--- src/rtl/regcfg_pkg.sv ---
package regcfg_pkg;
  typedef enum logic [2:0] {
    RC_IDLE,
    RC_ADDR,
    RC_SETM,
    RC_CLRM,
    RC_READ,
    RC_WRITE,
    RC_FIN
  } rc_state_e;
endpackage

--- src/rtl/regcfg_seq.sv ---
module regcfg_seq
  import regcfg_pkg::*;
#(
  parameter int DW = 32
) (
  input  logic          clk,
  input  logic          rst_n,
  input  logic          start,
  input  logic          in_valid,
  input  logic [DW-1:0] in_data,
  input  logic          bus_ack,
  output rc_state_e     state,
  output logic          in_ready,
  output logic [DW-1:0] addr_q,
  output logic [DW-1:0] set_q,
  output logic [DW-1:0] clr_q,
  output logic          rd_take,
  output logic          wr_take,
  output logic          start_ok,
  output logic          done,
  output logic          error
);
  localparam int LSB = $clog2(DW / 8);

  rc_state_e state_q, state_d;
  logic      accept, last_word, term, misal;
  logic      addr_en, set_en, clr_en;
  logic      done_q, done_d, err_q, err_d;

  assign in_ready  = (state_q == RC_ADDR) || (state_q == RC_SETM) || (state_q == RC_CLRM);
  assign accept    = in_valid && in_ready;
  assign last_word = accept && (state_q == RC_CLRM);
  assign term      = (addr_q == '0) && (set_q == '0) && (in_data == '0);
  assign misal     = |addr_q[LSB-1:0];
  assign start_ok  = start && ((state_q == RC_IDLE) || (state_q == RC_FIN));
  assign rd_take   = (state_q == RC_READ) && bus_ack;
  assign wr_take   = (state_q == RC_WRITE) && bus_ack;

  assign addr_en = accept && (state_q == RC_ADDR);
  assign set_en  = accept && (state_q == RC_SETM);
  assign clr_en  = last_word;

  always_comb begin
    state_d = state_q;
    case (state_q)
      RC_IDLE, RC_FIN: if (start_ok) state_d = RC_ADDR;
      RC_ADDR:         if (accept) state_d = RC_SETM;
      RC_SETM:         if (accept) state_d = RC_CLRM;
      RC_CLRM: begin
        if (accept) begin
          if (term)       state_d = RC_FIN;
          else if (misal) state_d = RC_ADDR;
          else            state_d = RC_READ;
        end
      end
      RC_READ:         if (bus_ack) state_d = RC_WRITE;
      RC_WRITE:        if (bus_ack) state_d = RC_ADDR;
      default:         state_d = RC_IDLE;
    endcase
  end

  always_comb begin
    done_d = done_q;
    err_d  = err_q;
    if (start_ok) begin
      done_d = 1'b0;
      err_d  = 1'b0;
    end else if (last_word) begin
      if (term)       done_d = 1'b1;
      else if (misal) err_d  = 1'b1;
    end
  end

  always_ff @(posedge clk or negedge rst_n) begin
    if (!rst_n) begin
      state_q <= RC_IDLE;
      done_q  <= 1'b0;
      err_q   <= 1'b0;
    end else begin
      state_q <= state_d;
      done_q  <= done_d;
      err_q   <= err_d;
    end
  end

  always_ff @(posedge clk or negedge rst_n) begin
    if (!rst_n) begin
      addr_q <= '0;
      set_q  <= '0;
      clr_q  <= '0;
    end else begin
      if (addr_en) addr_q <= in_data;
      if (set_en)  set_q  <= in_data;
      if (clr_en)  clr_q  <= in_data;
    end
  end

  assign state = state_q;
  assign done  = done_q;
  assign error = err_q;
endmodule

--- src/rtl/regcfg_merge.sv ---
module regcfg_merge #(
  parameter int DW = 32
) (
  input  logic          clk,
  input  logic          rst_n,
  input  logic          cap_en,
  input  logic [DW-1:0] rdata,
  input  logic [DW-1:0] set_m,
  input  logic [DW-1:0] clr_m,
  output logic [DW-1:0] wdata
);
  logic [DW-1:0] old_q;

  always_ff @(posedge clk or negedge rst_n) begin
    if (!rst_n)      old_q <= '0;
    else if (cap_en) old_q <= rdata;
  end

  assign wdata = (old_q & ~clr_m) | set_m;
endmodule

--- src/rtl/regcfg_tally.sv ---
module regcfg_tally #(
  parameter int CW = 8
) (
  input  logic          clk,
  input  logic          rst_n,
  input  logic          clr,
  input  logic          inc,
  output logic [CW-1:0] cnt
);
  logic [CW-1:0] cnt_q, cnt_d;

  always_comb begin
    cnt_d = cnt_q;
    if (clr)      cnt_d = '0;
    else if (inc) cnt_d = cnt_q + CW'(1);
  end

  always_ff @(posedge clk or negedge rst_n) begin
    if (!rst_n) cnt_q <= '0;
    else        cnt_q <= cnt_d;
  end

  assign cnt = cnt_q;
endmodule

--- src/rtl/regcfg_engine.sv ---
module regcfg_engine
  import regcfg_pkg::*;
#(
  parameter int DW = 32,
  parameter int CW = 8
) (
  input  logic          clk,
  input  logic          rst_n,
  input  logic          start,
  input  logic          in_valid,
  input  logic [DW-1:0] in_data,
  output logic          in_ready,
  output logic          bus_req,
  output logic          bus_we,
  output logic [DW-1:0] bus_addr,
  output logic [DW-1:0] bus_wdata,
  input  logic [DW-1:0] bus_rdata,
  input  logic          bus_ack,
  output logic          done,
  output logic          error,
  output logic [CW-1:0] applied_cnt
);
  rc_state_e     state;
  logic [DW-1:0] addr_q, set_q, clr_q;
  logic          rd_take, wr_take, start_ok;

  regcfg_seq #(.DW(DW)) u_seq (
    .clk      (clk),
    .rst_n    (rst_n),
    .start    (start),
    .in_valid (in_valid),
    .in_data  (in_data),
    .bus_ack  (bus_ack),
    .state    (state),
    .in_ready (in_ready),
    .addr_q   (addr_q),
    .set_q    (set_q),
    .clr_q    (clr_q),
    .rd_take  (rd_take),
    .wr_take  (wr_take),
    .start_ok (start_ok),
    .done     (done),
    .error    (error)
  );

  regcfg_merge #(.DW(DW)) u_merge (
    .clk    (clk),
    .rst_n  (rst_n),
    .cap_en (rd_take),
    .rdata  (bus_rdata),
    .set_m  (set_q),
    .clr_m  (clr_q),
    .wdata  (bus_wdata)
  );

  regcfg_tally #(.CW(CW)) u_tally (
    .clk   (clk),
    .rst_n (rst_n),
    .clr   (start_ok),
    .inc   (wr_take),
    .cnt   (applied_cnt)
  );

  assign bus_req  = (state == RC_READ) || (state == RC_WRITE);
  assign bus_we   = (state == RC_WRITE);
  assign bus_addr = addr_q;
endmodule

--- config.mk ---
export PLATFORM = sky130hd
export DESIGN_NAME = regcfg_engine
export DESIGN_NICKNAME = d
export VERILOG_FILES = /design/src/rtl/regcfg_pkg.sv /design/src/rtl/regcfg_seq.sv /design/src/rtl/regcfg_merge.sv /design/src/rtl/regcfg_tally.sv /design/src/rtl/regcfg_engine.sv
export SDC_FILE = /design/constraint.sdc
export NUM_CORES = 1
export LEC_CHECK = 0
export BUFFER_PORTS_ARGS = -buffer_cell sky130_fd_sc_hd__buf_4
export CORE_MARGIN = 4
export CORE_UTILIZATION = 57
export CTS_CLUSTER_SIZE = 25
export DETAILED_ROUTE_END_ITERATION = 12
export PLACE_DENSITY = 0.84
export SLEW_MARGIN = 20
export SYNTH_ARGS = -nofsm -noshare
export SYNTH_HDL_FRONTEND = slang
export SYNTH_SLANG_ARGS = --single-unit
--- constraint.sdc ---
create_clock -name clk -period 2.7 [get_ports clk]
set_input_delay 0.405 -clock clk [delete_from_list [all_inputs] [get_ports clk]]
set_output_delay 0.405 -clock clk [all_outputs]
set_load 0.03 [all_outputs]
# Word level (Yosys, flattened, before mapping)
# Index checks and enable logic that the tools add are counted.
# totals
ff_bits	141
output_inout_bits	77
elab_cells	69
# op_classes
addsub	1
eq_ne	13
n_mux	18
n_bitwise	3
n_reduce_logical	26
# ops
operator	n
logical NOT 32 bit	3
AND 32 bit	1
inverter 32 bit	1
bitwise OR 32 bit	1
2-to-1 mux 3 bit	8
case mux 3 bit (6 select lines)	1
2-to-1 mux 8 bit	2
equality test 3 bit, second input constant	3
logical AND 1 bit	9
adder 8 x 1 -> 8 bit, second input constant	1
!= test 2 x 1 -> 1 bit, second input constant	4
nonzero test 2 bit	4
2-to-1 mux 1 bit	7
equality test 3 x 2 -> 1 bit, second input constant	2
!= test 2 bit, second input constant	3
AND reduction 6 bit	1
logical OR 1 bit	4
OR reduction 2 bit	2
equality test 3 x 1 -> 1 bit, second input constant	1
logical NOT 3 bit	1
AND reduction 3 bit	1
AND reduction 2 bit	1

# Logic depth before layout (Yosys ltp)
# depth
word_depth	7
mapped_depth	6

# Modules after synthesis
# From an unflattened synthesis, not the netlist that was laid out.
# unflattened
cells_unflattened	510
hier_area_um2	6249.7
# by_module_without_submodules
module	instances	cells_each	area_each_um2	seq_area_each_um2
regcfg_seq	1	339	4132.7	2527.4
regcfg_merge	1	132	1705.4	800.8
regcfg_tally	1	37	396.6	200.2
regcfg_engine	1	2	15.0	0.0

# Worst setup path before layout
# No wires, ideal clock.
# synth_timing
path_kind	reg-to-reg
from	register u_seq.state_q[1], in the netlist u_seq.state[1]
to	register u_seq.addr_q[10]
t_arrival_ns	1.721
required_ns	2.575
path_slack_ns	0.854
stages_incl_launch_ff	6
n_path_buf	1
cell_sequence	dfrtp_1 nor2_1 o32ai_2 nor4b_4 buf_6 mux2_2
# synth_via
elab_chain_len	5
elab_cells_between_ends	7
classes_between	eq/ne (3); reduce/logical (4)
# synth_rtl
item	line_no	rtl
start, declared	regcfg_seq.sv:25	rc_state_e state_q, state_d;
start signal, assigned	regcfg_seq.sv:80	state_q <= state_d;
equality test 3 x 1 -> 1 bit or equality test 3 x 2 -> 1 bit (tied branches)	regcfg_seq.sv:30, regcfg_seq.sv:39	
logical OR 1 bit (2 in a row)	regcfg_seq.sv:30	assign in_ready = (state_q == RC_ADDR) || (state_q == RC_SETM) || (state_q == RC_CLRM);
logical AND 1 bit	regcfg_seq.sv:31	assign accept = in_valid && in_ready;
logical AND 1 bit (*)	regcfg_seq.sv:39	assign addr_en = accept && (state_q == RC_ADDR);
end signal, assigned	regcfg_seq.sv:92	if (addr_en) addr_q <= in_data;
end, declared	regcfg_seq.sv:14	output logic [DW-1:0] addr_q,
# Mark *: on every way between the ends. The rest lies on a longest branch, timed or not.
# A chain may end at the register's enable or synchronous reset.

# Worst setup path after layout
# layout_timing
from	register u_seq.state_q[0], in the netlist u_seq.state[0]
to	register u_seq.addr_q[13]
# Same word-level chain as after synthesis.

==> results.cfg <==
[power]
swShare_pct = 38.39
combinationalPowerShare_pct = 42.0
power.density_nw_per_um2 = 1397
p_clk_share_pct = 22.4
p_seq_share_pct = 35.7
p_switching_mw = 4.207
power.leakage_nw = 3.745
intPower_mw = 6.750
ir_drop_uv = 938.2

[timing]
fin_crit_sh_pct = 81.31
relSlewSlack_pct = 34.40
period_minus_slack_ns = 2.195
finalHoldViolCount = 0
fmax_mhz = 455.5
worst_pin_slew_ns = 0.9815
rsz0062_at_grt = false
fin_setup_tns_ns = 0
finalClockSkew_ns = 0.006310
setup_viol = 0
maxSlewViolCount = 0

[worst_setup_path]
r2r_setup_slack_ns = 0.50
slowest_delay_ns = 0.56
r2r_end = u_seq.addr_q[13]
cp-end-kind = register
crit_family = simple AND/OR/NAND/NOR gates
critPathBufInv = 1
startpoint_type = register
reg2reg_depth = 5
cp_max_fo = 20
slowest_stage = dfrtp_1
timing.rr.start = u_seq.state[0]
path_cells = nor2_1 -> o32ai_2 -> nor4b_4 -> buf_4 -> mux2_2
crit_type = reg -> reg
cp.arrival_ns = 2.61
cp.required_ns = 3.11

[drt]
drtAntennaViolNets = 0
drtIter0Drc = 211
num_vias = 4386
viasPerCell = 5.638
drc_errors = 0
wl_per_cell_um = 19.57
drt-total-wl_um = 15230
first_pass_iters = 6

[cells_and_area]
insertedDiodeCount = 0
drive_above_1_share_pct = 44.24
nets = 699
fin_area_sq_um = 7843
areaGrowthSynthToFinish_pct = 31.99

[synth]
ys_seq_elements = 141
ys_seq_area_share_pct = 59.38
synth_cell_type_count = 36
synth_ff_type = dfrtp_1
syn-instance-count = 473
synthMostInstantiatedCell = dfrtp_1
syn_nets = 543
synth_async_sr_flop_share_pct = 100.0
netlist_top_cells_area = dfrtp_1 (59%), mux2_2 (17%), a21o_1 (4.0%)
netlist_top_cells_count = dfrtp_1 (141), mux2_2 (90), inv_1 (35), nand2_1 (35)
synth_edf_count = 0
syn_area_per_cell_sq_um = 12.56
synth_top_area_share_pct = 59.38
ys_warn_count = 0
yosys.area.top_type = dfrtp_1
netlist_area_sq_um = 5942

[placement]
hpwlAfterDp_um = 10870
gp_congestion = 0.8200
io_buffer_count = 145
dpl_cell_area_sq_um = 7201

[global_routing]
grt_pass1_vias = 4487
grt_overflow = 0
grt_pass1_wl_um = 24050
grt_use_total_pct = 26.67
antenna_found_initial = 0
grt_start_max_net_pins = 76

[clock_network]
cts_setup_buffers = 0
tritoncts_num_sinks = 141
cts_tree = built
cts_max_path_buffers = 2
numCtsBuffers = 17
cts_max_level = 4
clkTransAtPathRegs_ns = 0.06
clk_latency_ns = 0.53
ctsRootBufferMaster = clkbuf_8

[die]
initial_core_util_pct = 58.08
core.rowCount = 37
io_pins = 146
core_sq_um = 10230
die_y_um = 110.1
die-area_sq_um = 12120
die_x_um = 110.1

[hold_path]
worstHoldStart = bus_rdata[24]
min_to = u_merge.old_q[24]
hold_path_class = in -> reg
hold_depth = 2

[run]
maxCapViolCount = 0

[outcome]
run_status = finished, final reports clean
layout by cell type, fill, tap and decap left out, types with 2 or more instances in the layout:
cell type	count
nand3_1	7
nor2_1	16
mux2i_1	2
o21ai_0	32
nor4_1	26
clkinv_2	4
mux2_1	6
xnor2_1	2
mux2_2	90
clkinvlp_4	3
buf_4	149
nand4_1	6
dfrtp_1	141
nor2_4	2
inv_1	35
xor2_1	5
a21oi_1	2
buf_12	3
clkbuf_8	5
nand2_1	35
bufinv_16	4
a21o_1	32
clkbuf_16	16
worst max path at each step:
stage	start	to	slack [ns]	depth (start not counted)
after floorplan	u_seq.state[1]	u_seq.addr_q[10]	0.85	5
after global placement	u_seq.state[0]	u_seq.addr_q[14]	0.67	5
after detailed placement	u_seq.state[0]	u_seq.addr_q[13]	0.55	5
after CTS	u_seq.state[0]	u_seq.addr_q[13]	0.54	5
after global routing	u_seq.state[0]	u_seq.addr_q[29]	0.40	5
final	u_seq.state[0]	u_seq.addr_q[13]	0.50	5
metal layers:
metal	routed length [um]	track usage (%)	up-vias
met5	0	0	-
li1	-	-	1975
met4	326	9.675	0
met1	6330	35.44	2201
met3	1259	8.037	30
met2	7312	41.81	180
metrics by stage:
step           worst slack [ns]  util [%]  std cells  power (mW)  hold WS (ns)
6_report                 0.5047     76.65        778       10.96       0.09484
5_1_grt                  0.4048     76.65        778       11.52       0.08426
4_1_cts                  0.5356     76.65        778       11.01       0.07496
3_5_place_dp             0.5520     70.38        745       8.479        0.4661
3_3_place_gp             0.6673     70.38        745       8.277        0.4610
2_1_floorplan            0.8539         -        473       6.764        0.1094
power groups by stage:
stage                     clock, mW  sequential, mW  combinational, mW
after floorplan                   0            4.15               2.62
after global placement            0            3.83               4.45
after detailed placement          0            3.90               4.58
after CTS                      2.48            3.90               4.63
after global routing           2.59            4.01               4.92
final                          2.45            3.91               4.60
what timing repair did:
item / in CTS / in global routing
resized for setup: 0 / 0
endpoints found under the hold margin: 73 / 0
hold buffers: 1 / 0
worst reg2reg max path: cells and delay by family, from the launching register on:
family | cells | cell delay (ns)
muxes | 1 | 0.39
and+or+nand+nor | 2 | 0.63
buffers and inverters | 1 | 0.32
AOI/OAI and AO/OA | 1 | 0.17
DFF | 1 | 0.56
cells by family (layout without fill, tap and decap cells):
group	after synthesis	count (layout)	share of synthesized area [%]
AOI/OAI and AO/OA	71	71	7.665
xor gates and xnor gates	7	7	1.032
adders and majority gates	1	1	0.2105
buffers and inverters	52	221	4.148
DFF	141	141	59.38
muxes	98	98	18.53
and+or+nand+nor	103	103	9.034
final cells by class:
class,instances,area (sq um)
flip-flops and latches,141,3528
fillers,639,2389
multi-input cells,280,2181
repair buffers,154,1200
clock buffers,21,469.2
well taps,136,170.2
clock inverters,11,162.7
inverters,35,131.4
flip-flops by register name (all words and copies together), names as in the netlist:
register and count:
u_seq.clr_q 32, u_tally.cnt 8, u_seq.error 1, u_merge.old_q 32, u_seq.state 3, u_seq.set_q 32
u_seq.done 1, u_seq.addr_q 32
(Power assumes the default switching activity.)
